==> src/rtl/irq_arb_pkg.sv <==
`timescale 1ns/1ps
package irq_arb_pkg;
    localparam int LVL_W  = 3;
    localparam int MAP_W  = 1 << LVL_W;
    localparam int STAT_W = 12;
    localparam int B_LO   = 0;
    localparam int B_HI   = 3;
    localparam int B_XOFF = 6;
    localparam int B_INIT = 7;
    localparam int B_LOP  = 8;
    localparam int B_HIP  = 9;
    localparam int B_FLT  = 10;

    typedef enum logic {ST_IDLE = 1'b0, ST_RESP = 1'b1} ack_state_e;
endpackage

==> src/rtl/irq_adp_csr.sv <==
`timescale 1ns/1ps
module irq_adp_csr
    import irq_arb_pkg::*;
(
    input  logic              clk,
    input  logic              rst_n,
    input  logic              rd,
    input  logic              wr,
    input  logic [STAT_W-1:0] wdata,
    input  logic              hi_any,
    input  logic              lo_any,
    input  logic              fault_set,
    output logic [STAT_W-1:0] view,
    output logic [LVL_W-1:0]  hi_lvl,
    output logic [LVL_W-1:0]  lo_lvl,
    output logic              init_pulse
);
    localparam logic [STAT_W-1:0] WR_MASK   = STAT_W'((1 << B_INIT) - 1);
    localparam logic [STAT_W-1:0] XOFF_MASK = STAT_W'(1 << B_XOFF);

    logic [STAT_W-1:0] stat_q, stat_d;

    always_comb begin
        view        = stat_q;
        view[B_HIP] = stat_q[B_HIP] | hi_any;
        view[B_LOP] = stat_q[B_LOP] | lo_any;
        stat_d      = stat_q;
        if (wr) begin
            stat_d        = wdata & (wdata[B_INIT] ? XOFF_MASK : WR_MASK);
            stat_d[B_HIP] = hi_any;
            stat_d[B_LOP] = lo_any;
        end else if (rd) begin
            stat_d        = view;
            stat_d[B_FLT] = 1'b0;
        end
        if (fault_set) stat_d[B_FLT] = 1'b1;
    end

    always_ff @(posedge clk) begin
        if (!rst_n) begin
            stat_q     <= '0;
            init_pulse <= 1'b0;
        end else begin
            stat_q     <= stat_d;
            init_pulse <= wr & wdata[B_INIT];
        end
    end

    assign hi_lvl = stat_q[B_HI +: LVL_W];
    assign lo_lvl = stat_q[B_LO +: LVL_W];

    assert_init_clears_R9: assert property (@(posedge clk) disable iff (!rst_n)
        (wr && wdata[B_INIT]) |=> (init_pulse && hi_lvl == '0 && lo_lvl == '0));
    assert_read_clears_fault_R8: assert property (@(posedge clk) disable iff (!rst_n)
        (rd && !wr && !fault_set) |=> !view[B_FLT]);
endmodule

==> src/rtl/irq_lvl_merge.sv <==
`timescale 1ns/1ps
module irq_lvl_merge
    import irq_arb_pkg::*;
#(
    parameter int NUM_ADP = 2
) (
    input  logic [NUM_ADP-1:0]            hi_any,
    input  logic [NUM_ADP-1:0]            lo_any,
    input  logic [NUM_ADP-1:0][LVL_W-1:0] hi_lvl,
    input  logic [NUM_ADP-1:0][LVL_W-1:0] lo_lvl,
    output logic [MAP_W-1:0]              lvl_map
);
    always_comb begin
        lvl_map = '0;
        for (int a = 0; a < NUM_ADP; a++) begin
            if (hi_any[a]) lvl_map[hi_lvl[a]] = 1'b1;
            if (lo_any[a]) lvl_map[lo_lvl[a]] = 1'b1;
        end
        lvl_map[0] = 1'b0;
    end
endmodule

==> src/rtl/irq_ack_pick.sv <==
`timescale 1ns/1ps
module irq_ack_pick
    import irq_arb_pkg::*;
#(
    parameter int NUM_REQ = 32,
    parameter int NUM_ADP = 2,
    parameter logic [NUM_ADP*NUM_REQ-1:0] HI_MASKS = '0,
    parameter logic [NUM_ADP*NUM_REQ-1:0] LO_MASKS = '0,
    localparam int RIX_W  = $clog2(NUM_REQ),
    localparam int ADPN_W = $clog2(2*NUM_ADP+2)
) (
    input  logic [NUM_REQ-1:0]            pend,
    input  logic [NUM_ADP-1:0][LVL_W-1:0] hi_lvl,
    input  logic [NUM_ADP-1:0][LVL_W-1:0] lo_lvl,
    input  logic [LVL_W-1:0]              ack_lvl,
    output logic                          hit,
    output logic [RIX_W-1:0]              hit_idx,
    output logic [ADPN_W-1:0]             hit_adp
);
    logic [NUM_REQ-1:0] sel;
    logic               chosen;
    logic               found;

    always_comb begin
        sel     = '0;
        chosen  = 1'b0;
        hit_adp = ADPN_W'(2*NUM_ADP+1);
        for (int a = 0; a < NUM_ADP; a++) begin
            if (!chosen && ack_lvl != '0) begin
                if (ack_lvl == hi_lvl[a] && |(pend & HI_MASKS[a*NUM_REQ +: NUM_REQ])) begin
                    sel     = pend & HI_MASKS[a*NUM_REQ +: NUM_REQ];
                    chosen  = 1'b1;
                    hit_adp = ADPN_W'(2*a+1);
                end else if (ack_lvl == lo_lvl[a] && |(pend & LO_MASKS[a*NUM_REQ +: NUM_REQ])) begin
                    sel     = pend & LO_MASKS[a*NUM_REQ +: NUM_REQ];
                    chosen  = 1'b1;
                    hit_adp = ADPN_W'(2*a+1);
                end
            end
        end
        found   = 1'b0;
        hit_idx = '0;
        for (int i = 0; i < NUM_REQ; i++) begin
            if (!found && sel[i]) begin
                hit_idx = RIX_W'(i);
                found   = 1'b1;
            end
        end
        hit = found;
    end
endmodule

==> src/rtl/irq_level_arbiter.sv <==
`timescale 1ns/1ps
module irq_level_arbiter
    import irq_arb_pkg::*;
#(
    parameter int NUM_REQ = 32,
    parameter int NUM_ADP = 2,
    parameter int VEC_W   = 9,
    parameter logic [NUM_ADP*NUM_REQ-1:0] HI_MASKS = {32'h0000_FF00, 32'h0000_00F0},
    parameter logic [NUM_ADP*NUM_REQ-1:0] LO_MASKS = {32'hFFFF_0000, 32'h0000_000F},
    localparam int SEL_W  = (NUM_ADP > 1) ? $clog2(NUM_ADP) : 1,
    localparam int RIX_W  = $clog2(NUM_REQ),
    localparam int ADPN_W = $clog2(2*NUM_ADP+2)
) (
    input  logic               clk,
    input  logic               rst_n,
    input  logic [NUM_REQ-1:0] req_set,
    input  logic [NUM_ADP-1:0] fault_set,
    input  logic [SEL_W-1:0]   csr_sel,
    input  logic               csr_rd,
    input  logic               csr_wr,
    input  logic [STAT_W-1:0]  csr_wdata,
    output logic [STAT_W-1:0]  csr_rdata,
    input  logic               vec_we,
    input  logic [RIX_W-1:0]   vec_idx,
    input  logic [VEC_W-1:0]   vec_wdata,
    input  logic               ack_req,
    input  logic [LVL_W-1:0]   ack_lvl,
    output logic [MAP_W-1:0]   lvl_map,
    output logic               ack_valid,
    output logic [VEC_W-1:0]   ack_vec,
    output logic [ADPN_W-1:0]  ack_adp,
    output logic [NUM_ADP-1:0] dev_init
);
    localparam logic [ADPN_W-1:0] NOADP = ADPN_W'(2*NUM_ADP+1);

    logic [NUM_REQ-1:0]            pend_q, clr_vec;
    logic [NUM_ADP-1:0]            hi_any, lo_any;
    logic [NUM_ADP-1:0][LVL_W-1:0] hi_lvl, lo_lvl;
    logic [STAT_W-1:0]             views [NUM_ADP];
    logic [VEC_W-1:0]              vtab [NUM_REQ];
    logic                          pick_hit;
    logic [RIX_W-1:0]              pick_idx;
    logic [ADPN_W-1:0]             pick_adp;
    ack_state_e                    state_q, state_d;
    logic [VEC_W-1:0]              res_vec;
    logic [ADPN_W-1:0]             res_adp;

    for (genvar a = 0; a < NUM_ADP; a++) begin : g_adp
        assign hi_any[a] = |(pend_q & HI_MASKS[a*NUM_REQ +: NUM_REQ]);
        assign lo_any[a] = |(pend_q & LO_MASKS[a*NUM_REQ +: NUM_REQ]);
        irq_adp_csr u_csr (
            .clk        (clk),
            .rst_n      (rst_n),
            .rd         (csr_rd && csr_sel == SEL_W'(a)),
            .wr         (csr_wr && csr_sel == SEL_W'(a)),
            .wdata      (csr_wdata),
            .hi_any     (hi_any[a]),
            .lo_any     (lo_any[a]),
            .fault_set  (fault_set[a]),
            .view       (views[a]),
            .hi_lvl     (hi_lvl[a]),
            .lo_lvl     (lo_lvl[a]),
            .init_pulse (dev_init[a])
        );
    end

    assign csr_rdata = views[csr_sel];

    irq_lvl_merge #(.NUM_ADP(NUM_ADP)) u_merge (
        .hi_any  (hi_any),
        .lo_any  (lo_any),
        .hi_lvl  (hi_lvl),
        .lo_lvl  (lo_lvl),
        .lvl_map (lvl_map)
    );

    irq_ack_pick #(
        .NUM_REQ  (NUM_REQ),
        .NUM_ADP  (NUM_ADP),
        .HI_MASKS (HI_MASKS),
        .LO_MASKS (LO_MASKS)
    ) u_pick (
        .pend    (pend_q),
        .hi_lvl  (hi_lvl),
        .lo_lvl  (lo_lvl),
        .ack_lvl (ack_lvl),
        .hit     (pick_hit),
        .hit_idx (pick_idx),
        .hit_adp (pick_adp)
    );

    always_comb begin
        clr_vec = '0;
        if (ack_req && pick_hit) clr_vec[pick_idx] = 1'b1;
    end

    always_ff @(posedge clk) begin
        if (!rst_n) begin
            pend_q <= '0;
            for (int i = 0; i < NUM_REQ; i++) vtab[i] <= '0;
        end else begin
            pend_q <= (pend_q & ~clr_vec) | req_set;
            if (vec_we) vtab[vec_idx] <= vec_wdata;
        end
    end

    always_comb begin
        unique case (state_q)
            ST_IDLE: state_d = ack_req ? ST_RESP : ST_IDLE;
            ST_RESP: state_d = ack_req ? ST_RESP : ST_IDLE;
            default: state_d = ST_IDLE;
        endcase
    end

    always_ff @(posedge clk) begin
        if (!rst_n) begin
            state_q <= ST_IDLE;
            res_vec <= '0;
            res_adp <= '0;
        end else begin
            state_q <= state_d;
            if (ack_req) begin
                res_vec <= pick_hit ? vtab[pick_idx] : '0;
                res_adp <= pick_adp;
            end
        end
    end

    always_comb begin
        unique case (state_q)
            ST_RESP: begin
                ack_valid = 1'b1;
                ack_vec   = res_vec;
                ack_adp   = res_adp;
            end
            default: begin
                ack_valid = 1'b0;
                ack_vec   = '0;
                ack_adp   = '0;
            end
        endcase
    end

    assert_ack_latency_R6: assert property (@(posedge clk) disable iff (!rst_n)
        ack_req |=> ack_valid);
    assert_ack_quiet_R6: assert property (@(posedge clk) disable iff (!rst_n)
        !ack_req |=> (!ack_valid && ack_vec == '0));
    assert_adp_odd_R5: assert property (@(posedge clk) disable iff (!rst_n)
        ack_valid |-> ack_adp[0]);
    assert_nomatch_zero_R7: assert property (@(posedge clk) disable iff (!rst_n)
        (ack_valid && ack_adp == NOADP) |-> ack_vec == '0);
    assert_win_cleared_R4: assert property (@(posedge clk) disable iff (!rst_n)
        (ack_req && pick_hit && !req_set[pick_idx]) |=> !pend_q[$past(pick_idx)]);
    assert_set_wins_R1: assert property (@(posedge clk) disable iff (!rst_n)
        (|req_set) |=> ((pend_q & $past(req_set)) == $past(req_set)));
endmodule

==> config.mk <==
export PLATFORM = sky130hd
export DESIGN_NAME = irq_level_arbiter
export DESIGN_NICKNAME = d
export VERILOG_FILES = /design/src/rtl/irq_arb_pkg.sv /design/src/rtl/irq_adp_csr.sv /design/src/rtl/irq_lvl_merge.sv /design/src/rtl/irq_ack_pick.sv /design/src/rtl/irq_level_arbiter.sv
export SDC_FILE = /design/constraint.sdc
export NUM_CORES = 1
export LEC_CHECK = 0
export BUFFER_PORTS_ARGS = -buffer_cell sky130_fd_sc_hd__buf_2
export CAP_MARGIN = 10
export CORE_ASPECT_RATIO = 0.75
export CORE_UTILIZATION = 35
export CTS_CLUSTER_SIZE = 40
export DETAILED_ROUTE_END_ITERATION = 7
export PLACE_DENSITY_LB_ADDON = 0.15
export SLEW_MARGIN = 40
export SYNTH_ARGS = -nofsm -noshare
export SYNTH_HDL_FRONTEND = slang
export SYNTH_HIERARCHICAL = 1
export SYNTH_SLANG_ARGS = --single-unit
==> constraint.sdc <==
create_clock -name clk -period 9.1 [get_ports clk]
set_clock_uncertainty 0.1 [all_clocks]
set_input_delay 2.73 -clock clk [delete_from_list [all_inputs] [get_ports clk]]
set_output_delay 2.73 -clock clk [all_outputs]
set_load 0.01 [all_outputs]
**Word-level counts from Yosys, hierarchy flattened**

Memories as Yosys holds them, arrays and structs flattened.
Cells that the tools add are included.

- Add/sub/neg operators: 0
- Multiply operators: 0
- Div/mod/pow operators: 0
- Order comparisons: 11
- Eq/ne operators: 4
- Shift operators: 0
- Mux-type cells: 115
- Bitwise operators: 15
- Reductions and logical operators: 88

Operators by type and width:

| kind | count |
|---|---|
| 32-bit two-way mux | 4 |
| 5-bit two-way mux | 17 |
| 12-bit two-way mux | 5 |
| 1-bit two-way mux | 50 |
| 8-bit two-way mux | 6 |
| 1-bit logical AND | 46 |
| 4-bit two-way mux | 9 |
| 3-bit two-way mux | 11 |
| 32-bit AND | 1 |
| 1-bit logical NOT | 32 |
| 32-bit NOT | 1 |
| 32-bit bitwise OR | 1 |
| 9-bit two-way mux | 3 |
| 8-bit bitwise OR | 3 |
| 11-bit two-way mux | 2 |
| 3-bit by 4-bit less-than comparator with 1-bit output, second input constant | 4 |
| 16-bit OR reduction | 1 |
| 12-bit AND | 1 |
| 1-bit demux with 3-bit select | 4 |
| 3-bit == test | 4 |
| 3-bit by 1-bit >= comparator with 1-bit output, second input constant | 4 |
| 3-bit nonzero test | 3 |
| 9-bit OR reduction | 1 |
| 4-bit OR reduction | 2 |
| 12 further kinds | 18 |

- Register bits: 71
- Latch bits: 0
- RAM bits: 288
- ROM bits: 0
- Input bits: 70
- Output and inout port bits: 35
- Memories kept: 1

Memories:

| memory | depth | width | rd ports | clocked after Yosys merged registers in | write ports | line | text |
|---|---|---|---|---|---|---|---|
| vtab | 32 | 9 | 1 | 0 | 32 | irq_level_arbiter.sv:40 | `logic [VEC_W-1:0] vtab [NUM_REQ];` |

**Longest topological paths before layout**

Gate-level depths: netlist (run 1).

- Depth after elaboration: 110
- Gate-level depth with buffers: 15

**Hierarchy**

The synthesis (run 1) kept the hierarchy.

By module, submodules not included:

| module | instances | cells an instance | area each (um2) | seq. area each (um2) |
|---|---|---|---|---|
| irq_level_arbiter | 1 | 1200 | 15413.5 | 9549.2 |
| irq_adp_csr | 2 | 64 | 575.6 | 220.2 |
| irq_ack_pick | 1 | 102 | 699.4 | 0.0 |
| irq_lvl_merge | 1 | 45 | 282.8 | 0.0 |

**Worst setup path before layout (run 1)**

No wires, ideal clock.

- Path kind: in2out
- From: in csr_sel
- To: out csr_rdata[10]
- Data arrival time: 3680 ps
- Required time: 6270 ps
- Slack: 2590 ps
- Stages on the path: 3
- Path through: clkbuf_1 clkbuf_1 mux2_2

- Word-level cells in the longest chain between the ends: 4

RTL lines:

| element | line | text |
|---|---|---|
| from (decl) | irq_level_arbiter.sv:18 | `input logic [SEL_W-1:0] csr_sel,` |
| 1-bit NOT with 2-bit output (implied by the code) | irq_level_arbiter.sv:67 | `assign csr_rdata = views[csr_sel];` |
| 12-bit two-way mux (implied by the code) (3 in a row) | irq_level_arbiter.sv:67 |  |
| to (decl) | irq_level_arbiter.sv:22 | `output logic [STAT_W-1:0] csr_rdata,` |

Every way passes these cells. The select of a mux whose other input is x is not followed.

**Worst setup path after layout (run 1)**

- From: in ack_lvl[0]
- To: reg res_vec[8]

- Word-level cells in the longest chain between the ends: 104

RTL lines:

| element | line | text |
|---|---|---|
| from (decl) | irq_level_arbiter.sv:27 | `input logic [LVL_W-1:0] ack_lvl,` |
| 3-bit == test | irq_ack_pick.sv:34 | `end else if (ack_lvl == lo_lvl[a] && \|(pend & LO_MASKS[a*NUM_REQ +: NUM_REQ])) begin` |
| 1-bit logical AND | irq_ack_pick.sv:34 |  |
| 4-bit two-way mux / 1-bit two-way mux (equally long branches) | irq_ack_pick.sv:34 |  |
| 8-bit two-way mux / 1-bit two-way mux (equally long branches) | irq_ack_pick.sv:30 | `if (ack_lvl == hi_lvl[a] && \|(pend & HI_MASKS[a*NUM_REQ +: NUM_REQ])) begin` |
| 8-bit two-way mux / 1-bit two-way mux (equally long branches) | irq_ack_pick.sv:29 | `if (!chosen && ack_lvl != '0) begin` |
| 32-bit two-way mux / 1-bit logical NOT (equally long branches) | irq_ack_pick.sv:34, irq_ack_pick.sv:29 |  |
| 32-bit two-way mux / 1-bit logical AND (equally long branches) | irq_ack_pick.sv:30, irq_ack_pick.sv:29 |  |
| 32-bit two-way mux (*) | irq_ack_pick.sv:29 |  |
| [89 not listed] | - |  |
| 1-bit logical AND | irq_ack_pick.sv:44 | `if (!found && sel[i]) begin` |
| 1-bit two-way mux | irq_ack_pick.sv:44 |  |
| 1-bit logical NOT | irq_ack_pick.sv:44 |  |
| 1-bit logical AND | irq_ack_pick.sv:44 |  |
| 5-bit two-way mux (*) | irq_ack_pick.sv:44 |  |
| net pick_idx[4] | irq_level_arbiter.sv:42 | `logic [RIX_W-1:0] pick_idx;` |
| memory read 32 x 9 bit (*) | - |  |
| 9-bit two-way mux (*) | irq_level_arbiter.sv:123 | `res_vec <= pick_hit ? vtab[pick_idx] : '0;` |
| to (signal assigned) | irq_level_arbiter.sv:123 |  |
| to (decl) | irq_level_arbiter.sv:45 | `logic [VEC_W-1:0] res_vec;` |

Mark *: on every way through the listed nets, which the timed path passes. The rest lies on a longest branch.
A chain may end at the register's enable or synchronous reset.

==> summary.txt, run 1 <==
Run status
  • Status: finished with violations
  • Failing checks: DRC

Clocking
  • Htree depth: 2
  • CTS tree: done
  • Cts hold-fix bufs: 0
  • Clock Latency Late Sink: about 0.53 ns
  • Post-CTS Setup Bufs: 0
  • Clk buf depth: 3
  • Root Buffer: clkbuf_16
  • Worst-path clk slew: approximately 0.060 ns
  • CTS Sinks: around 360
  • Cts repair resizes: 0
  • Clock buffer count from CTS: 40

Cells and area
  • Post-layout nets: 1600
  • Area Growth Syn to Fin: 12.7%
  • Finished Cell Area: around 0.020 sq mm
  • Layout cell share with drive strength beyond 1: 15.6%
  • Ant diodes: 0

Global routing
  • First-pass GRT wire length: approximately 70000 um
  • Grt total ovfl: 0
  • Initial antenna violation count: 1
  • Total track usage: 18.7%
  • Vias in the first global route: 11100
  • Largest net degree at the start of global routing: 87

Place
  • Pre-CTS setup slack: 1.88 ns
  • Number of port buffers: 97
  • GPL Wtd Cong: 0.866
  • Detailed placement HPWL: 31600 um
  • Cell Area, Placed: 0.0185 sq mm

Worst setup path
  • Critical path class: input pin to register
  • Critical Path Sink Type: register
  • CP required: around 9.4 ns
  • CP max FO: 14
  • Critical path startpoint category: input pin
  • Crit path DAT: 7.00 ns

Yosys
  • Most used DFF post-synth: edfxtp_1
  • Netlist area before placement: 0.0175 sq mm
  • Post-synthesis async set-or-reset flop share: 0%
  • Post-synth EDFFs: around 290
  • Synth warn: 6
  • Yosys reg bits: approximately 360
  • Post-synthesis cell count: about 1500
  • Cell variety after synth: 78
  • Register area share after synthesis: between 50% and 60%
  • Avg Inst Size Synth: 11.9 sq um

Timing
  • Setup slack after layout: about 2.4 ns
  • Max Transition Viols Final: 0
  • Worst slew pin tran: roughly 0.8 ns
  • Final hold slack: 0.357 ns
  • RSZ-0062 raised after global routing: no
  • Hold Vio Cnt, Final: 0
  • Period utilization: 73.2%
  • Rel. slew slack: 46.7%
  • Max Clock Freq: between 150 and 200 MHz
  • TNS Setup: 0 ns
  • Setup violators final: 0
  • Final Critical Period: between 6 and 7 ns

Die
  • Die ar.: around 0.051 sq mm
  • Starting Density: between 30% and 40%
  • Row cnt: 70
  • Num ports: ~110
  • Core Footprint: between 0.04 and 0.05 sq mm
  • Chip Height: a little under 200 um
  • Chip Width: roughly 260 um

Routing
  • Drt wl/cell: 21.7 um
  • Via count: ~11000
  • Vias per cell: between 5 and 6
  • Antenna Nets Post-Route: 0
  • Pre-antenna DRT Iters: 7
  • 1st-iter DRT viols: between 900 and 1000
  • DRC: 22
  • Routed Wire Length: about 48000 um

Pwr
  • Pleak: ~6.9 nW
  • Maximum vdd ir drop: 0.0000995 V
  • Pwr/cell area: slightly below 200 mW/mm^2

Hold path
  • Worst hold path type: register to register

Run
  • Max Cap Violations: 0
[logic make-up (layout without fill, tap and decap cells)]
logic type / Yosys count / count (layout) / synth area share, %
xor gates and xnor gates: 12 / 12 / 0.727
muxes: 161 / 161 / 9.27
other: 4 / 6 / 0.0855
and+or+nand+nor: 573 / 573 / 19.6
AOI/OAI and AO/OA: 227 / 227 / 8.67
DFF: 355 / 355 / 56.9
buffers and inverters: 143 / 227 / 4.69
[cell type report]
class	instances	area (sq um)
fillers	4712	29400
flip-flops and latches	355	9990
multi-input cells	979	6770
clock buffers	50	1050
repair buffers	139	847
well taps	648	811
clock inverters	23	251
inverters	15	56.3
[layout by cell type, fill, tap and decap left out, types with 4 or more instances in the layout]
cell         n
mux2_2      12
and2_1     303
nand3b_1    17
nand4b_1     7
a32o_1       8
or4_1        5
inv_1       14
nand2b_2     4
a21boi_1     4
mux2i_1    149
edfxtp_1   288
nand2_1     60
or2_2        5
o21ai_0     49
clkinv_2     6
a21oi_1     21
or3_1        4
nor2b_1     24
o21ai_2      4
nand3_1      8
clkinv_1     9
nand4bb_1    6
dfxtp_1     67
xnor2_1      6
nor3_1      12
nand4_1      4
bufinv_16    5
nand2b_1     8
nor4_1      31
conb_1       6
buf_2       96
o22ai_1     72
clkbuf_1     9
o21a_1      32
buf_4       37
clkbuf_16   40
nor3b_1      5
nor2_1      50
[per-stage QoR]
stage          total power [mW]  cells  utilization (%)
2_1_floorplan              2.17   1477                -
3_3_place_gp               2.32   2133             37.5
3_5_place_dp               2.33   2135             37.6
4_1_cts                    3.96   2208             40.2
5_1_grt                    4.06   2209             40.2
6_report                   3.92   2209             40.2
[worst max-delay path, stage by stage]
cell       delay, ns
buf_2           0.19
xor2_2          0.19
a2111oi_4       0.11
a311o_4         0.44
nor3_4          0.49
nand3_2         0.21
o22ai_2         0.49
buf_4           0.35
or4_1           0.42
o22ai_1         0.20
nor4_1          0.66
nand2_1         0.24
a32o_1          0.26
[sequential cells by signal (all words and copies together) (netlist names)]
name                    flops
g_adp.u_csr/init_pulse      2
pend_q                     32
g_adp.u_csr/stat_q         20
state_q                     1
res_vec                     9
res_adp                     3
vtab                      288
[synth_stat cells, types with 5 or more instances]
cell type    n  area, sq um
and2_1     303         1900
edfxtp_1   288         8650
mux2i_1    149         1490
o22ai_1     73          457
dfxtp_1     67         1340
nand2_1     60          225
nor2_1      50          188
o21ai_0     50          250
clkbuf_1    48          180
buf_4       43          323
o21a_1      32          240
nor4_1      31          194
nor2b_1     25          156
a21oi_1     21          105
buf_2       21          105
nand3b_1    17          128
inv_1       14         52.6
buf_6       13          146
mux2_2      12          135
nor3_1      12         60.1
a32o_1       8         80.1
nand2b_1     8         50.1
nand3_1      8         40.0
nand4b_1     7         61.3
nand4bb_1    6         67.6
xnor2_1      6         52.6
nor3b_1      5         37.5
or2_2        5         31.3
or4_1        5         37.5
[report_power, final]
| group | leakage, nW | internal (mW) | switching, mW |
|---|---|---|---|
| Clock | 0.635 | 0.962 | 0.670 |
| Combinational | 2.93 | 0.145 | 0.268 |
| Sequential | 3.29 | 1.84 | 0.0402 |
| Total | 6.86 | 2.95 | 0.977 |
[final timing paths]
kind                                               start                                     end  slack [ns]  cells after the start
hold / removal    g_adp[0].u_csr/stat_q[10]$_SDFFE_PN0P_  g_adp[0].u_csr/stat_q[10]$_SDFFE_PN0P_        0.36                      2
setup reg to reg                    pend_q[0]$_SDFF_PN0_                 res_vec[8]$_SDFFE_PN0P_        4.28                     12
setup / recovery                              ack_lvl[0]                 res_vec[8]$_SDFFE_PN0P_        2.44                     13
hold reg to reg   g_adp[0].u_csr/stat_q[10]$_SDFFE_PN0P_  g_adp[0].u_csr/stat_q[10]$_SDFFE_PN0P_        0.36                      2
[routing by layer]
layer,vias to the layer above,global-route usage (%),wire length [um]
li1,5449,-,-
met1,5684,28.5,23700
met2,296,26.7,20300
met3,64,4.02,3170
met4,0,4.46,852
met5,-,0,0
(Power assumes the default switching activity.)
==> inputs of run 2 (changes only) <==
- clock period: 9.1 -> 6.05 ns (I/O delays scaled with it)
==> run 2 against run 1 <==
Compared with the run above:
- the run still ends with DRC left
- core utilization hardly changed
- largest cell class unchanged
- flip-flop and latch count stayed put
- critical endpoint is now res_vec[2]$_SDFFE_PN0P_
- via count is 0.42% higher
- design area hardly changed
- clock power is 42% higher
- critical path depth is 1 higher
- sequential power is 51% higher
==> summary.txt, run 2 (synthesized netlist as in run 1, its figures left out) <==
Run status
  • Status: finished with violations
  • Failing checks: DRC

Clocking
  • Worst-path clk slew: 0.05 ns (about the same)
  • Clk buf depth: 3 (unchanged)
  • CTS Sinks: 355 (unchanged)
  • Clock buffer count from CTS: 40 (unchanged)
  • Cts hold-fix bufs: 0 (unchanged)
  • CTS tree: done
  • Post-CTS Setup Bufs: 0 (unchanged)
  • Root Buffer: clkbuf_16
  • Clock Latency Late Sink: 0.55 ns (+0.02 ns)
  • Cts repair resizes: 0 (unchanged)
  • Htree depth: 2 (unchanged)

Worst setup path
  • Critical path startpoint category: input pin
  • Crit path DAT: 5.55 ns (-1.45 ns)
  • Critical Path Sink Type: register
  • CP peak stage delay: 0.46 ns (-0.20 ns)
  • Critical path class: input pin to register
  • CP required: 6.40 ns (-3.04 ns)
  • Slowest CP cell: a311o_4
  • Critical path cell sequence: buf_2 > xnor2_1 > nor2b_1 > a311o_4 > nor2_1 > o311ai_0 > o211ai_1 > buf_12 > buf_12 > mux2i_1 > o22ai_1 > nor4_1 > nand2_1 > a32o_1
  • FF-to-FF setup slack: 1.76 ns (-2.52 ns)
  • CP max FO: 47 (+33)
  • Most frequent CP cell: buf_12

Die
  • Num ports: 105 (unchanged)
  • Core Footprint: 0.0491 sq mm (unchanged)
  • Row cnt: 70 (unchanged)
  • Chip Height: 196 um (unchanged)
  • Starting Density: 35.7% (unchanged)
  • Chip Width: 261 um (unchanged)
  • Die ar.: 0.0510 sq mm (unchanged)

Place
  • Detailed placement HPWL: 32200 um (+1.9%)
  • Number of port buffers: 97 (unchanged)
  • DP Cell Count: 2146 (+0.52%)
  • GPL Wtd Cong: 0.875 (+1.1%)
  • Pre-CTS setup slack: 0.364 ns (-1.52 ns)

Pwr
  • Pleak: 6.87 nW (+0.15%)
  • Psw: 1.45 mW (+48%)
  • Sw frac: 25.0% (+0.12 points)
  • Clock share of power: 40.1% (-1.5 points)
  • Logic pwr share: 10.9% (+0.4 points)
  • Power Total: 5.78 mW (+47%)
  • Maximum vdd ir drop: 0.000184 V (+85%)
  • Int Power: 4.33 mW (+47%)
  • Seq pwr share: 49.0% (+1.1 points)
  • Pwr/cell area: 292 mW/mm^2 (+47%)

Timing
  • Max Transition Viols Final: 0 (unchanged)
  • Setup slack after layout: 0.848 ns (-1.59 ns)
  • Rel. slew slack: 45.2% (-1.5 points)
  • TNS Setup: 0 ns (unchanged)
  • Max Clock Freq: between 150 and 200 MHz
  • Final Critical Period: ~5.2 ns
  • RSZ-0062 raised after global routing: no
  • Setup violators final: 0 (unchanged)
  • Worst slew pin tran: 0.814 ns (+0.0160 ns)
  • Final hold slack: 0.358 ns (+0.000722 ns)
  • Period utilization: approximately 86%
  • Hold Vio Cnt, Final: 0 (unchanged)

Cells and area
  • Most frequent cells in the layout: and2_1, edfxtp_1, mux2i_1
  • Largest regs: vtab x288, pend_q x32, g_adp.u_csr/stat_q x20
  • Largest register FFs: 288 (unchanged)
  • Most flop-heavy register: vtab
  • Layout cell share with drive strength beyond 1: 15.9% (+0.36 points)
  • Post-layout nets: 1610 (+0.63%)
  • Area Growth Syn to Fin: 12.7% (about the same)
  • Most common cell after layout, fill and taps aside: and2_1
  • Final Instance Count excl. Fillers: 2219 (+0.45%)

Routing
  • Antenna Nets Post-Route: 0 (unchanged)
  • Via count: 11500 (+0.42%)
  • Routed Wire Length: 48400 um (+0.88%)
  • 1st-iter DRT viols: 975 (+1.7%)
  • Drt wl/cell: 21.8 um (+0.43%)
  • Pre-antenna DRT Iters: 8 (+1)
  • Vias per cell: 5.20 (about the same)
  • DRC: 22 (unchanged)

Hold path
  • Worst hold path type: register to register

Run
  • Max Cap Violations: 0 (unchanged)

Global routing
  • Vias in the first global route: 11000 (-0.86%)
  • Initial antenna violation count: 1 (unchanged)
  • Grt total ovfl: 0 (unchanged)
  • Largest net degree at the start of global routing: 87 (unchanged)
  • Total track usage: 19.0% (+0.30 points)
  • First-pass GRT wire length: 71300 um (+0.63%)
==> run 2: cell types whose count changed in the layout (fill, tap and decap cells not counted), moves of 2 or more <==
cell and change:
bufinv_16 -3, buf_4 +10, clkbuf_1 +6, clkinv_1 -4, buf_12 +2
==> run 2: worst max-delay path: cells and delay by family <==
family | cells | cell delay, ns
XOR/XNOR | 1 | 0.17
AND/OR/NAND/NOR | 4 | 1.02
AO/OA/AOI/OAI | 5 | 1.35
multiplexers | 1 | 0.39
buffers and inverters | 3 | 0.74
==> run 2: through the flow <==
step / utilization, % / instance area [sq um]
6_report: 40.3 / 19800
5_1_grt: 40.3 / 19800
4_1_cts: 40.2 / 19800
3_5_place_dp: 37.8 / 18600
3_3_place_gp: 37.7 / 18500
2_1_floorplan: - / 17600
==> run 2: power by group through the flow <==
stage	clock network [mW]	registers, mW	logic (mW)
after floorplan	0	2.86	0.407
after global placement	0	2.88	0.622
after detailed placement	0	2.88	0.626
after CTS	2.38	2.83	0.629
after global routing	2.47	2.85	0.674
final	2.32	2.83	0.628
==> run 2: path summary, 6_finish.rpt <==
check | from | to | cells after the start
max | ack_lvl[2] | res_vec[2]$_SDFFE_PN0P_ | 14
min | g_adp[1].u_csr/stat_q[10]$_SDFFE_PN0P_ | g_adp[1].u_csr/stat_q[10]$_SDFFE_PN0P_ | 2
max reg2reg | pend_q[0]$_SDFF_PN0_ | res_vec[2]$_SDFFE_PN0P_ | 13
min reg2reg | g_adp[1].u_csr/stat_q[10]$_SDFFE_PN0P_ | g_adp[1].u_csr/stat_q[10]$_SDFFE_PN0P_ | 2
==> run 2: area by class of cell <==
| class | count | area (sq um) |
|---|---|---|
| clock inverters | 15 | 141 |
| flip-flops and latches | 355 | 9990 |
| inverters | 15 | 56.3 |
| diodes | 1 | 2.50 |
| clock buffers | 57 | 1080 |
| multi-input cells | 979 | 6760 |
| well taps | 648 | 811 |
| repair buffers | 149 | 936 |
| fillers | 4700 | 29400 |
==> run 2: layer usage <==
metal  part of all wire, %  track usage [%]  vias up
met4                   1.8             4.76        0
met2                    42             26.8      283
li1                      -                -     5469
met5                     0                0        -
met3                   5.7             3.57       56
met1                    51             29.5     5733
==> inputs of run 3 (changes only) <==
- GPL_TIMING_DRIVEN: default -> 0
==> run 3 against run 2 <==
Compared with the run above:
- highest routed layer unchanged
- die area unchanged
- global-route usage up 2.8 points
- design area up 2.2%
- sequential power about the same
- critical path type unchanged
- final cell count up 3.2%
- the flow still finishes with violations (DRC)
- largest cell class unchanged
- clock-buffer cell count down 11
- combinational power up 12%
==> summary.txt, run 3 (synthesized netlist as in run 1, its figures left out) <==
Run status
  • Status: finished with violations
  • Failing checks: DRC

Timing
  • Max Clock Freq: 168 MHz (-12%)
  • Final hold slack: 0.355 ns (-0.00234 ns)
  • TNS Setup: 0 ns (unchanged)
  • Final Critical Period: 5.94 ns (+0.740 ns)
  • Setup slack after layout: 0.108 ns (-0.740 ns)
  • Setup violators final: 0 (unchanged)
  • Rel. slew slack: 40.0% (-5.2 points)
  • Worst slew pin tran: 0.892 ns (+0.0782 ns)
  • RSZ-0062 raised after global routing: no
  • Hold Vio Cnt, Final: 0 (unchanged)
  • Period utilization: 98.2% (+12 points)
  • Max Transition Viols Final: 0 (unchanged)

Cells and area
  • Area Growth Syn to Fin: 15.2%
  • Ant diodes: 0 (-1)
  • Largest regs: vtab x288, pend_q x32, g_adp.u_csr/stat_q x20
  • Largest register FFs: 288 (unchanged)
  • Final Instance Count excl. Fillers: 2289 (+3.2%)
  • Most common cell after layout, fill and taps aside: and2_1
  • Post-layout nets: 1686 (+4.7%)
  • Finished Cell Area: 0.0202 sq mm (+2.2%)
  • Layout cell share with drive strength beyond 1: 18.8% (+2.8 points)
  • Fin util: 41.1% (+0.88 points)
  • Most frequent cells in the layout: and2_1, edfxtp_1, mux2i_1
  • Most flop-heavy register: vtab
  • FILL cells: 4711 (+0.23%)

Die
  • Chip Height: 196 um (unchanged)
  • Core Footprint: 0.0491 sq mm (unchanged)
  • Chip Width: 261 um (unchanged)
  • Num ports: 105 (unchanged)
  • Row cnt: 70 (unchanged)
  • Starting Density: 35.7% (unchanged)
  • Die ar.: 0.0510 sq mm (unchanged)

Place
  • Pre-CTS setup slack: -0.263 ns (-0.627 ns)
  • Cell Area, Placed: 0.0190 sq mm (+2.3%)
  • Detailed placement HPWL: 40500 um (+26%)
  • Number of port buffers: 91 (-6.2%)
  • DP Cell Count: 2222 (+3.5%)
  • GPL Wtd Cong: 0.928 (+6.0%)

Routing
  • DRT met1 WL: 27500 um (+12%)
  • Met2 Wirelength: 23000 um (+14%)
  • Pre-antenna DRT Iters: 8 (unchanged)
  • Drt wl/cell: 24.5 um (+12%)
  • 1st-iter DRT viols: 1375 (+41%)
  • DR top layer: met4
  • Vias per cell: 5.34 (+2.7%)
  • Via count: 12200 (+5.9%)
  • Antenna Nets Post-Route: 0 (unchanged)
  • DRC: 21 (-4.5%)
  • Routed Wire Length: 56100 um (+16%)
  • Met3 wire length: 4270 um (+53%)

Pwr
  • Maximum vdd ir drop: 0.000168 V (-8.7%)
  • Logic pwr share: 11.9% (+1.0 points)
  • Sw frac: 26.4% (+1.3 points)
  • Pwr/cell area: 292 mW/mm^2 (about the same)
  • Seq pwr share: 47.9% (-1.1 points)
  • Power Total: 5.91 mW (+2.2%)
  • Psw: 1.56 mW (+7.6%)
  • Clock share of power: 40.2% (about the same)
  • Int Power: 4.35 mW (+0.36%)
  • Pleak: 7.10 nW (+3.4%)

Clocking
  • Clock Latency Late Sink: 0.57 ns (+0.02 ns)
  • Cts repair resizes: 0 (unchanged)
  • CTS tree: done
  • Htree depth: 2 (unchanged)
  • Post-CTS Setup Bufs: 0 (unchanged)
  • CTS Sinks: 355 (unchanged)
  • Clk buf depth: 3 (unchanged)
  • Worst-path clk slew: 0.06 ns (about the same)
  • Cts hold-fix bufs: 0 (unchanged)
  • Root Buffer: clkbuf_16
  • Clock buffer count from CTS: 40 (unchanged)

Global routing
  • Grt total ovfl: 0 (unchanged)
  • Total track usage: 21.8% (+2.8 points)
  • Largest net degree at the start of global routing: 14 (-84%)
  • Vias in the first global route: 11500 (+5.1%)
  • Initial antenna violation count: 1 (unchanged)
  • First-pass GRT wire length: 79600 um (+12%)

Worst setup path
  • R2R cell count: 13 (unchanged)
  • Critical path startpoint category: input pin
  • FF-to-FF setup slack: 0.97 ns (-0.79 ns)
  • CP required: 6.41 ns (about the same)
  • CP max FO: 10 (-79%)
  • Crit path DAT: 6.30 ns (+0.75 ns)
  • Critical path class: input pin to register
  • Critical Path Sink Type: register

Hold path
  • Worst hold path type: register to register
  • Hold Crit Depth: 2 (unchanged)

Run
  • Max Cap Violations: 0 (unchanged)
==> run 3: changes by cell type in the layout (fill, tap and decap cells not counted), sizes merged <==
cell / delta
clkinvlp: +2
bufinv: +1
inv: +2
clkbuf: +38
clkinv: +1
diode: -1
buf: +27
==> run 3: final timing paths <==
kind,to,start
max,res_vec[2]$_SDFFE_PN0P_,ack_lvl[1]
min,g_adp[1].u_csr/stat_q[10]$_SDFFE_PN0P_,g_adp[1].u_csr/stat_q[10]$_SDFFE_PN0P_
max reg2reg,res_vec[2]$_SDFFE_PN0P_,g_adp[0].u_csr/stat_q[5]$_SDFFE_PN0P_
min reg2reg,g_adp[1].u_csr/stat_q[10]$_SDFFE_PN0P_,g_adp[1].u_csr/stat_q[10]$_SDFFE_PN0P_
==> run 3: cell type report <==
type,instances,area (sq um),share of cell area (%)
Clock inverter,21,200,0.990
Clock buffer,46,1020,5.06
Tap cell,648,811,4.01
Multi-Input combinational cell,979,6860,33.9
Buffer,128,774,3.83
Sequential cell,355,9990,49.4
Inverter,15,56.3,0.278
Timing Repair Buffer,97,500,2.48
==> run 3: power by group through the flow <==
stage / Clock, mW / Combinational (mW) / Sequential [mW]
2_1_floorplan: 0 / 0.407 / 2.86
3_3_place_gp: 0 / 0.679 / 2.88
3_5_place_dp: 0 / 0.693 / 2.88
4_1_cts: 2.40 / 0.695 / 2.83
5_1_grt: 2.49 / 0.743 / 2.84
6_report: 2.37 / 0.705 / 2.83
==> run 3: worst max-delay path, cell delays in order <==
cell and delay (ns):
buf_4 0.15, xor2_2 0.21, a2111oi_4 0.09, a311o_4 0.44, nor3_4 0.44, nand3_2 0.16, o311ai_2 0.55, buf_6 0.21
nand4b_1 0.55, o22ai_1 0.31, nor4_1 0.79, nand2_1 0.27, a32o_1 0.28
==> run 3: metal layers <==
layer	vias to the layer above	global-route usage, %
li1	5633	-
met1	6052	34.0
met2	467	30.3
met3	74	4.16
met4	0	5.89
met5	-	0
